`config.mk`:
```
export PLATFORM = sky130hd
export DESIGN_NAME = sync_word_detect
export DESIGN_NICKNAME = d
export VERILOG_FILES = /design/src/rtl/swd_pkg.sv /design/src/rtl/swd_pattern_reg.sv /design/src/rtl/swd_window.sv /design/src/rtl/swd_capture.sv /design/src/rtl/sync_word_detect.sv
export SDC_FILE = /design/constraint.sdc
export NUM_CORES = 1
export LEC_CHECK = 0
export ABC_AREA = 1
export BUFFER_PORTS_ARGS = -buffer_cell sky130_fd_sc_hd__clkbuf_2
export CORE_AREA = 2 2 60 105
export CTS_CLUSTER_SIZE = 10
export DETAILED_ROUTE_END_ITERATION = 10
export DIE_AREA = 0 0 62 107
export HOLD_SLACK_MARGIN = 0.1
export PLACE_DENSITY = 0.81
export REMOVE_ABC_BUFFERS = 1
export SETUP_SLACK_MARGIN = 0.3
export SLEW_MARGIN = 20
export SYNTH_ARGS = -nofsm -noshare
export SYNTH_HDL_FRONTEND = slang
export SYNTH_SLANG_ARGS = --single-unit
export TNS_END_PERCENT = 20
```
`constraint.sdc`:
```
create_clock -name clk -period 4.63 [get_ports clk]
set_clock_uncertainty 0.2 [all_clocks]
set_input_delay 1.1575 -clock clk [delete_from_list [all_inputs] [get_ports clk]]
set_output_delay 1.1575 -clock clk [all_outputs]
set_load 0.01 [all_outputs]
```
`src/rtl/swd_pkg.sv`:
```
package swd_pkg;
    localparam int SWD_W = 16;
    localparam logic [SWD_W-1:0] SWD_PRESET = 16'hCB23;

    typedef struct packed {
        logic locked;
        logic irq;
        logic acq;
    } swd_ctrl_t;
endpackage

```
`src/rtl/swd_pattern_reg.sv`:
```
module swd_pattern_reg #(
    parameter int W = swd_pkg::SWD_W,
    parameter logic [W-1:0] PRESET = swd_pkg::SWD_PRESET
) (
    input  logic         clk,
    input  logic         rst_n,
    input  logic         preset_cmd,
    input  logic         wr,
    input  logic [W-1:0] wdata,
    output logic [W-1:0] pattern
);
    logic [W-1:0] pat_d, pat_q;

    always_comb begin
        pat_d = pat_q;
        if (preset_cmd) begin
            pat_d = PRESET;
        end else if (wr) begin
            pat_d = wdata;
        end
    end

    always_ff @(posedge clk or negedge rst_n) begin
        if (!rst_n) begin
            pat_q <= PRESET;
        end else begin
            pat_q <= pat_d;
        end
    end

    assign pattern = pat_q;
endmodule

```
`src/rtl/swd_window.sv`:
```
module swd_window #(
    parameter int W = swd_pkg::SWD_W
) (
    input  logic         clk,
    input  logic         rst_n,
    input  logic         clr,
    input  logic         shift,
    input  logic         bit_in,
    output logic [W-1:0] win_nxt,
    output logic         full_nxt
);
    localparam int CW = $clog2(W + 1);

    typedef struct packed {
        logic [W-1:0]  win;
        logic [CW-1:0] fill;
    } win_st_t;

    win_st_t st_d, st_q;

    always_comb begin
        st_d     = st_q;
        win_nxt  = {st_q.win[W-2:0], bit_in};
        full_nxt = shift && (st_q.fill >= CW'(W - 1));
        if (clr) begin
            st_d = '0;
        end else if (shift) begin
            st_d.win = win_nxt;
            if (st_q.fill != CW'(W)) begin
                st_d.fill = st_q.fill + 1'b1;
            end
        end
    end

    always_ff @(posedge clk or negedge rst_n) begin
        if (!rst_n) begin
            st_q <= '0;
        end else begin
            st_q <= st_d;
        end
    end
endmodule

```
`src/rtl/swd_capture.sv`:
```
module swd_capture #(
    parameter int W = swd_pkg::SWD_W
) (
    input  logic         clk,
    input  logic         rst_n,
    input  logic         clr,
    input  logic         accept,
    input  logic [W-1:0] win_nxt,
    input  logic         rd,
    output logic [W-1:0] word,
    output logic         rdy,
    output logic         ovr
);
    localparam int BW = $clog2(W);

    typedef struct packed {
        logic [BW-1:0] cnt;
        logic [W-1:0]  word;
        logic          rdy;
        logic          ovr;
    } cap_st_t;

    cap_st_t st_d, st_q;
    logic    done;

    always_comb begin
        st_d = st_q;
        done = accept && (st_q.cnt == BW'(W - 1));
        if (clr) begin
            st_d = '0;
        end else begin
            if (rd) begin
                st_d.rdy = 1'b0;
            end
            if (accept) begin
                st_d.cnt = done ? '0 : st_q.cnt + 1'b1;
            end
            if (done) begin
                st_d.word = win_nxt;
                st_d.rdy  = 1'b1;
                if (st_q.rdy && !rd) begin
                    st_d.ovr = 1'b1;
                end
            end
        end
    end

    always_ff @(posedge clk or negedge rst_n) begin
        if (!rst_n) begin
            st_q <= '0;
        end else begin
            st_q <= st_d;
        end
    end

    assign word = st_q.word;
    assign rdy  = st_q.rdy;
    assign ovr  = st_q.ovr;
endmodule

```
`src/rtl/sync_word_detect.sv`:
```
module sync_word_detect
    import swd_pkg::*;
#(
    parameter int W = SWD_W,
    parameter logic [W-1:0] PRESET = SWD_PRESET
) (
    input  logic         clk,
    input  logic         rst_n,
    input  logic         reset_cmd,
    input  logic         pat_wr,
    input  logic [W-1:0] pat_wdata,
    input  logic         modem_en,
    input  logic         raw_mode,
    input  logic         gate_en,
    input  logic         bit_vld,
    input  logic         bit_in,
    input  logic         word_rd,
    input  logic         irq_ack,
    output logic         sync_irq,
    output logic         sync_acq,
    output logic [W-1:0] rx_word,
    output logic         data_rdy,
    output logic         overrun
);
    logic [W-1:0] pattern;
    logic [W-1:0] win_nxt;
    logic         full_nxt;
    logic         shift;
    logic         clr;
    logic         hit;
    logic         accept;
    swd_ctrl_t    ctl_d, ctl_q;

    assign clr    = !modem_en;
    assign shift  = modem_en && bit_vld;
    assign hit    = full_nxt && !ctl_q.locked && (win_nxt == pattern);
    assign accept = shift && raw_mode && (!gate_en || ctl_q.acq);

    swd_pattern_reg #(.W(W), .PRESET(PRESET)) pat_i (
        .clk        (clk),
        .rst_n      (rst_n),
        .preset_cmd (reset_cmd),
        .wr         (pat_wr),
        .wdata      (pat_wdata),
        .pattern    (pattern)
    );

    swd_window #(.W(W)) win_i (
        .clk      (clk),
        .rst_n    (rst_n),
        .clr      (clr),
        .shift    (shift),
        .bit_in   (bit_in),
        .win_nxt  (win_nxt),
        .full_nxt (full_nxt)
    );

    swd_capture #(.W(W)) cap_i (
        .clk     (clk),
        .rst_n   (rst_n),
        .clr     (clr),
        .accept  (accept),
        .win_nxt (win_nxt),
        .rd      (word_rd),
        .word    (rx_word),
        .rdy     (data_rdy),
        .ovr     (overrun)
    );

    always_comb begin
        ctl_d = ctl_q;
        if (irq_ack) begin
            ctl_d.irq = 1'b0;
        end
        if (clr) begin
            ctl_d.locked = 1'b0;
            ctl_d.acq    = 1'b0;
        end else if (hit) begin
            ctl_d.locked = 1'b1;
            if (raw_mode) begin
                ctl_d.acq = 1'b1;
            end else begin
                ctl_d.irq = 1'b1;
            end
        end
    end

    always_ff @(posedge clk or negedge rst_n) begin
        if (!rst_n) begin
            ctl_q <= '0;
        end else begin
            ctl_q <= ctl_d;
        end
    end

    assign sync_irq = ctl_q.irq;
    assign sync_acq = ctl_q.acq;
endmodule

```
==> results of run 1 <==
-- sequential cells by signal, indices dropped and copies added (netlist names) --
| name | count |
|---|---|
| cap_i.rdy | 1 |
| cap_i.word | 16 |
| pat_i.pattern | 16 |
| win_i.win_nxt | 15 |
| ctl_q | 1 |
| cap_i.ovr | 1 |
| win_i.st_q | 5 |
| sync_acq | 1 |
| sync_irq | 1 |
| cap_i.st_q | 4 |
-- worst register-to-register path, stage by stage (launching register included) --
cell and delay [ps]:
dfrtp_1 430, ha_1 240, nand2_1 90, nor2_1 50, ha_1 160, or2_2 290, nor2_1 170, nor2_1 80
nand4_1 90, nand2_1 50
-- kinds of logic after synthesis --
logic type               after synthesis  synth area share (%)
AO/OA/AOI/OAI                         61                  10.7
XOR/XNOR                               1                 0.286
adder cells (fa/ha/maj)                4                  1.64
buffers and inverters                 79                  13.3
flip-flops                            61                  50.2
AND/OR/NAND/NOR                      167                  23.9
-- worst min path at each step --
stage          depth (start not counted)                end               from  slack [ps]
2_1_floorplan                          2  pat_i.pattern[14]  pat_i.pattern[14]         260
3_3_place_gp                           2           sync_irq           sync_irq         260
3_5_place_dp                           2   pat_i.pattern[9]   pat_i.pattern[9]         280
4_1_cts                                2   pat_i.pattern[9]   pat_i.pattern[9]         290
5_1_grt                                2   pat_i.pattern[0]   pat_i.pattern[0]         310
6_report                               2           sync_irq           sync_irq         290
-- layout make-up --
| type | count | area (um2) |
|---|---|---|
| fill | 573 | 2430 |
| sequential | 61 | 1540 |
| multi-input combinational | 233 | 1120 |
| timing repair buffer | 47 | 238 |
| inverter | 53 | 201 |
| clock buffer | 15 | 166 |
| tap | 78 | 97.6 |
| clock inverter | 1 | 5.00 |
-- metrics by stage --
stage	std cells	worst slack (ps)
after global placement	472	1660
final	488	1910
after detailed placement	472	1590
after floorplan	347	2430
after global routing	488	1770
after CTS	488	1950
-- synthesized netlist by cell type (5+ instances only) --
library cell	count	area, um2
inv_1	49	184
o22ai_1	7	43.8
dfrtp_1	53	1330
nand3_1	31	155
nor2_1	36	135
buf_6	6	67.6
a21oi_1	10	50.1
nand2_1	81	304
nand4_1	5	31.3
dfstp_2	8	210
buf_4	17	128
o21ai_1	21	105
o21ai_0	19	95.1
-- power breakdown --
part           internal (uW)  leakage [uW]  switching (uW)
registers                547      0.000817            7.63
logic                   26.7      0.000806            56.2
clock network            223     0.0000877             186
-- metal layers --
| layer | track usage [%] | vias up | part of all wire, % |
|---|---|---|---|
| met5 | 0 | - | 0 |
| met4 | 13.4 | 0 | 3.6 |
| met3 | 4.83 | 18 | 3.2 |
| met2 | 36.1 | 61 | 55 |
| met1 | 24.5 | 1169 | 39 |
| li1 | - | 1241 | - |
==> metrics.md, run 1 <==
| Metric | Value |
|---|---|
| Status | `complete, no violations` |
| Post-CTS Hold Buffers | `0` |
| GR Overflow Total | `0` |
| Cts bufs inserted | `9` |
| CP startpoint kind | `primary input` |
| CP max-delay cell | `clkbuf_2` |
| Warnings, synthesis | `0` |
| Post-Syn Area | `0.00306 mm2` |
| Wirelength, routed | `6.41 mm` |
| Vias/cell | `5.10` |
| Final slew viol count | `0` |
| RSZ-0062 raised after global routing | `false` |
| Die Wd | `62 um` |
| Most common cell after layout, fill and taps aside | `nand2_1` |
| Gpl congestion | `0.912` |
| Placed Area | `0.00319 mm2` |
| Clk buf depth | `2` |
| Worst slew pin tran | `759 ps` |
| Max Freq | `0.368 GHz` |
| Worst r2r src | `win_i.st_q[0]` |
| Fin crit period | `2720 ps` |
| CP endpoint kind | `flop` |
| #FFs+latches synth | `61` |
| Routed length per instance | `13.1 um` |
| Register area share after synthesis | `50.2%` |
| Finished Core Util | `58.1%` |
| Count of boundary I/O pins | `47` |
| Post-CTS sizing | `0` |
| Vias after detailed routing | `2489` |
| TritonRoute pass-1 iters | `5` |
| Max stage delay on crit path | `570 ps` |
| Avg Synthesized Cell Area | `8.20 um2` |
| End of the worst register-to-register path | `sync_irq` |
| Skew-Pair Late Insertion Delay | `340 ps` |
| Final setup viols | `0` |
| Die area | `0.00663 mm2` |
| Leakage Power | `0.00171 uW` |
| IO buf count | `46` |
| First-pass GRT wire length | `10.7 mm` |
| Die Y | `107 um` |
| Final ANT Viol Nets | `0` |
| HPWL Detailed | `4.89 mm` |
| Hold slack | `289 ps` |
| Worst Path Arrival | `2730 ps` |
| CP most frequent cell | `nand2_4` |
| Initial Util | `52.9%` |
| Worst Path Required | `4640 ps` |
| Setup TNS | `0 ps` |
| Most frequent cells in the layout | `nand2_1, dfrtp_1, inv_1` |
| DR DRC count | `0` |
| Instance count on the critical path | `8` |
| Final Hold Fails | `0` |
| Inserted Diodes | `0` |
| Clk slew on worst S/H paths | `60 ps` |
| Clock sink total | `61` |
| Crit path to | `cap_i.st_q[21]` |
| Clock root cell | `clkbuf_8` |
| Reg2reg setup slack | `2670 ps` |
| Max_slew headroom | `49.4%` |
| Crit path from | `modem_en` |
| Final instance area | `0.00336 mm2` |
| CP max FO | `36` |
| Max cap viols | `0` |
| CTS tree | `built` |
| Area Growth Syn to Fin | `9.81%` |
| Buf/Inv on CP | `3` |
| Crit-path leading delay family | `buffers and inverters` |
| Largest net degree at the start of global routing | `37` |
| Power, Total | `1050 uW` |
| Final worst-path cycle share | `58.7%` |
| Share of cells above drive strength 1 | `19.0%` |
| GRT Total Usage | `22.0%` |
| Synth Instances | `373` |
| Initial DRC Count | `86` |
| Ys flop type | `dfrtp_1` |
| # rows | `37` |
| Critical path class | `in -> reg` |
| Total Nets Final | `436` |
| Fraction of registers with async set/reset | `100%` |
| H-tree levels | `3` |
| PD cells | `312 mW/mm2` |
| R2R depth | `9` |
| Post-CTS setup buffer count | `0` |
| Hold Crit Class | `reg -> reg` |
| Core Box Area | `0.00579 mm2` |
| Initial antenna violation count | `0` |
| IR drop worst, VDD | `0.211 mV` |
| CP Cell Sequence | `clkbuf_2 > nand2_4 > inv_4 > nand2_4 > inv_2 > nand2_4 > nand4_1 > o21ai_0` |
| Post-synth EDFFs | `0` |
| Post-synth cell types | `29` |
| Vias in the first global route | `2481` |
Power figures use the tool's default switching activity.
==> run 2, diff against run 1 <==
- ABC_AREA: 1 -> 0
- CORE_AREA: 2 2 60 105 -> 2 2 60 104
- DIE_AREA: 0 0 62 107 -> 0 0 62 106
- clock period: 4.63 -> 2.68 ns (I/O delays scaled with it)
==> metrics.md, run 2 <==
| Metric | Value |
|---|---|
| Status | `complete, no violations` |
| Post-Syn Area | `0.00302 mm2 (-1.3%)` |
| Final worst-path cycle share | `79.9%` |
| Most common cell in the synthesized netlist | `dfrtp_1` |
| IR drop worst, VDD | `0.302 mV (+43%)` |
| R2R depth | `7 (-2)` |
| Die Y | `106 um (-0.93%)` |
| Clock root cell | `clkbuf_8` |
| Non-Filler Instances | `377 (-23%)` |
| Routed length per instance | `15.4 um (+17%)` |
| GR Overflow Total | `0 (unchanged)` |
| End of the worst register-to-register path | `sync_irq` |
| Clock sink total | `61 (unchanged)` |
| Reg2reg setup slack | `540 ps (-2130 ps)` |
| Fraction of registers with async set/reset | `100% (unchanged)` |
| TritonRoute pass-1 iters | `4 (-1)` |
| Post-synth cell types | `39 (+34%)` |
| Final slew viol count | `0 (unchanged)` |
| GRT Total Usage | `20.4% (-1.5 points)` |
| Final ANT Viol Nets | `0 (unchanged)` |
| Count of boundary I/O pins | `47 (unchanged)` |
| # rows | `37 (unchanged)` |
| Worst Path Required | `2720 ps (-1920 ps)` |
| Placed insts | `361 (-24%)` |
| Cts bufs inserted | `9 (unchanged)` |
| DR DRC count | `0 (unchanged)` |
| Synth Instances | `262 (-30%)` |
| Post-synth EDFFs | `0 (unchanged)` |
| Top post-synthesis cells by area | `dfrtp_1, mux2i_1, nor2b_1` |
| PD cells | `547 mW/mm2 (+75%)` |
| Wirelength, routed | `5.81 mm (-9.5%)` |
| H-tree levels | `3 (unchanged)` |
| Max Freq | `0.467 GHz` |
| Warnings, synthesis | `0 (unchanged)` |
| Gpl congestion | `0.781 (-14%)` |
| Area Growth Syn to Fin | `12.0%` |
| Avg Synthesized Cell Area | `11.5 um2 (+40%)` |
| Fillers | `501 (-13%)` |
| IO buf count | `46 (unchanged)` |
| Synth top area share | `43.9% (+0.59 points)` |
| Vias in the first global route | `1998 (-19%)` |
| Clk buf depth | `2 (unchanged)` |
| Hold Crit Class | `in -> async` |
| Setup TNS | `0 ps (unchanged)` |
| Post-synth top area cell | `dfrtp_1` |
| Worst Slack Setup Final | `538 ps (-1370 ps)` |
| RSZ-0062 raised after global routing | `false` |
| Vias after detailed routing | `1979 (-20%)` |
| Crit path from | `win_i.st_q[0]` |
| First-pass GRT wire length | `9.57 mm (-10%)` |
| Critical path class | `reg -> reg` |
| Die area | `0.00657 mm2 (-0.93%)` |
| CTS tree | `built` |
| Post-synth top cells | `dfrtp_1, nor2b_1, mux2i_1` |
| Max_slew headroom | `60.3% (+11 points)` |
| Most frequent cells in the layout | `dfrtp_1, clkbuf_2, nor2b_1` |
| Ys flop type | `dfrtp_1` |
| Max cap viols | `0 (unchanged)` |
| Final setup viols | `0 (unchanged)` |
| Initial Util | `52.2% (-0.71 points)` |
| Leakage Power | `0.00162 uW (-5.3%)` |
| Vias/cell | `5.25 (+2.9%)` |
| CP startpoint kind | `flop` |
| Most common cell after layout, fill and taps aside | `dfrtp_1` |
| Fin crit period | `2140 ps` |
| Initial antenna violation count | `0 (unchanged)` |
| Worst slew pin tran | `596 ps (-163 ps)` |
| Largest net degree at the start of global routing | `45 (+22%)` |
| Final Hold Fails | `0 (unchanged)` |
| Initial DRC Count | `50 (-42%)` |
| #FFs+latches synth | `61 (unchanged)` |
| Inserted Diodes | `0 (unchanged)` |
| Post-CTS setup buffer count | `0 (unchanged)` |
| Core Box Area | `0.00579 mm2 (unchanged)` |
| Post-CTS Hold Buffers | `0 (unchanged)` |
| HPWL Detailed | `4.12 mm (-16%)` |
| Total Nets Final | `325 (-25%)` |
| CP endpoint kind | `flop` |
| Register area share after synthesis | `50.9% (+0.69 points)` |
| Post-CTS sizing | `0 (unchanged)` |
| Worst Path Arrival | `2180 ps (-550 ps)` |
| Skew-Pair Late Insertion Delay | `340 ps (about the same)` |
| Worst r2r src | `win_i.st_q[0]` |
| CP max FO | `5 (-86%)` |
| Dpl ws | `531 ps (-1060 ps)` |
| Die Wd | `62 um (unchanged)` |
| Clk slew on worst S/H paths | `70 ps (about the same)` |
| Share of cells above drive strength 1 | `24.7% (+5.7 points)` |
==> run 2: cells by family (layout without fill, tap and decap cells) <==
logic type | Yosys count | in the layout | share of synthesized area [%]
fa+ha+maj | 4 | 4 | 1.66
xor+xnor | 19 | 19 | 5.51
mux | 40 | 40 | 13.3
buf+inv | 34 | 71 | 7.21
flops | 61 | 61 | 50.9
compound gates | 21 | 21 | 5.39
simple gates | 83 | 83 | 16.1
==> run 2: stage by stage <==
stage | util (%) | hold slack [ps] | total power [uW] | instance area, um2
after floorplan | - | 174 | 1050 | 2820
after global placement | 55.4 | 280 | 1140 | 3200
after detailed placement | 55.4 | 281 | 1140 | 3200
after CTS | 58.4 | 130 | 1870 | 3380
after global routing | 58.4 | 159 | 1920 | 3380
final | 58.4 | 120 | 1850 | 3380
==> run 2: how the worst max path moves through the flow <==
stage                                end  slack (ps)  cells past startpoint
after floorplan            cap_i.word[0]         480                      4
after global routing            sync_irq         370                      7
after CTS                       sync_irq         500                      7
after detailed placement        sync_irq         530                      7
final                           sync_irq         540                      7
after global placement    cap_i.word[15]         570                      6
==> run 2: cell type report <==
type                       count  area [um2]  area share, %
sequential                    61        1540           45.4
multi-input combinational    167        1270           37.4
timing repair buffer          50         285           8.44
clock buffer                  12         155           4.59
tap                           78        97.6           2.89
clock inverter                 4        22.5          0.666
inverter                       5        18.8          0.555
==> run 2: metal layers <==
layer | track usage (%) | up-vias | routed length [um]
li1 | - | 935 | -
met1 | 24.5 | 994 | 2270
met2 | 33.1 | 40 | 3190
met3 | 4.50 | 10 | 193
met4 | 10.2 | 0 | 150
met5 | 0 | - | 0
==> run 2: power by group <==
group / leakage, uW / total (uW) / switching, uW / internal, uW
sequential: 0.000816 / 971 / 21.2 / 950
combinational: 0.000711 / 152 / 82.6 / 69.3
clock: 0.0000921 / 726 / 345 / 381
==> run 2: worst max-delay path: stages, from the launching register on <==
cell,delay (ps)
dfrtp_1,420
ha_1,200
and3_1,160
ha_1,140
nor2_1,40
a2111oi_1,360
nand3_1,200
o32ai_1,310
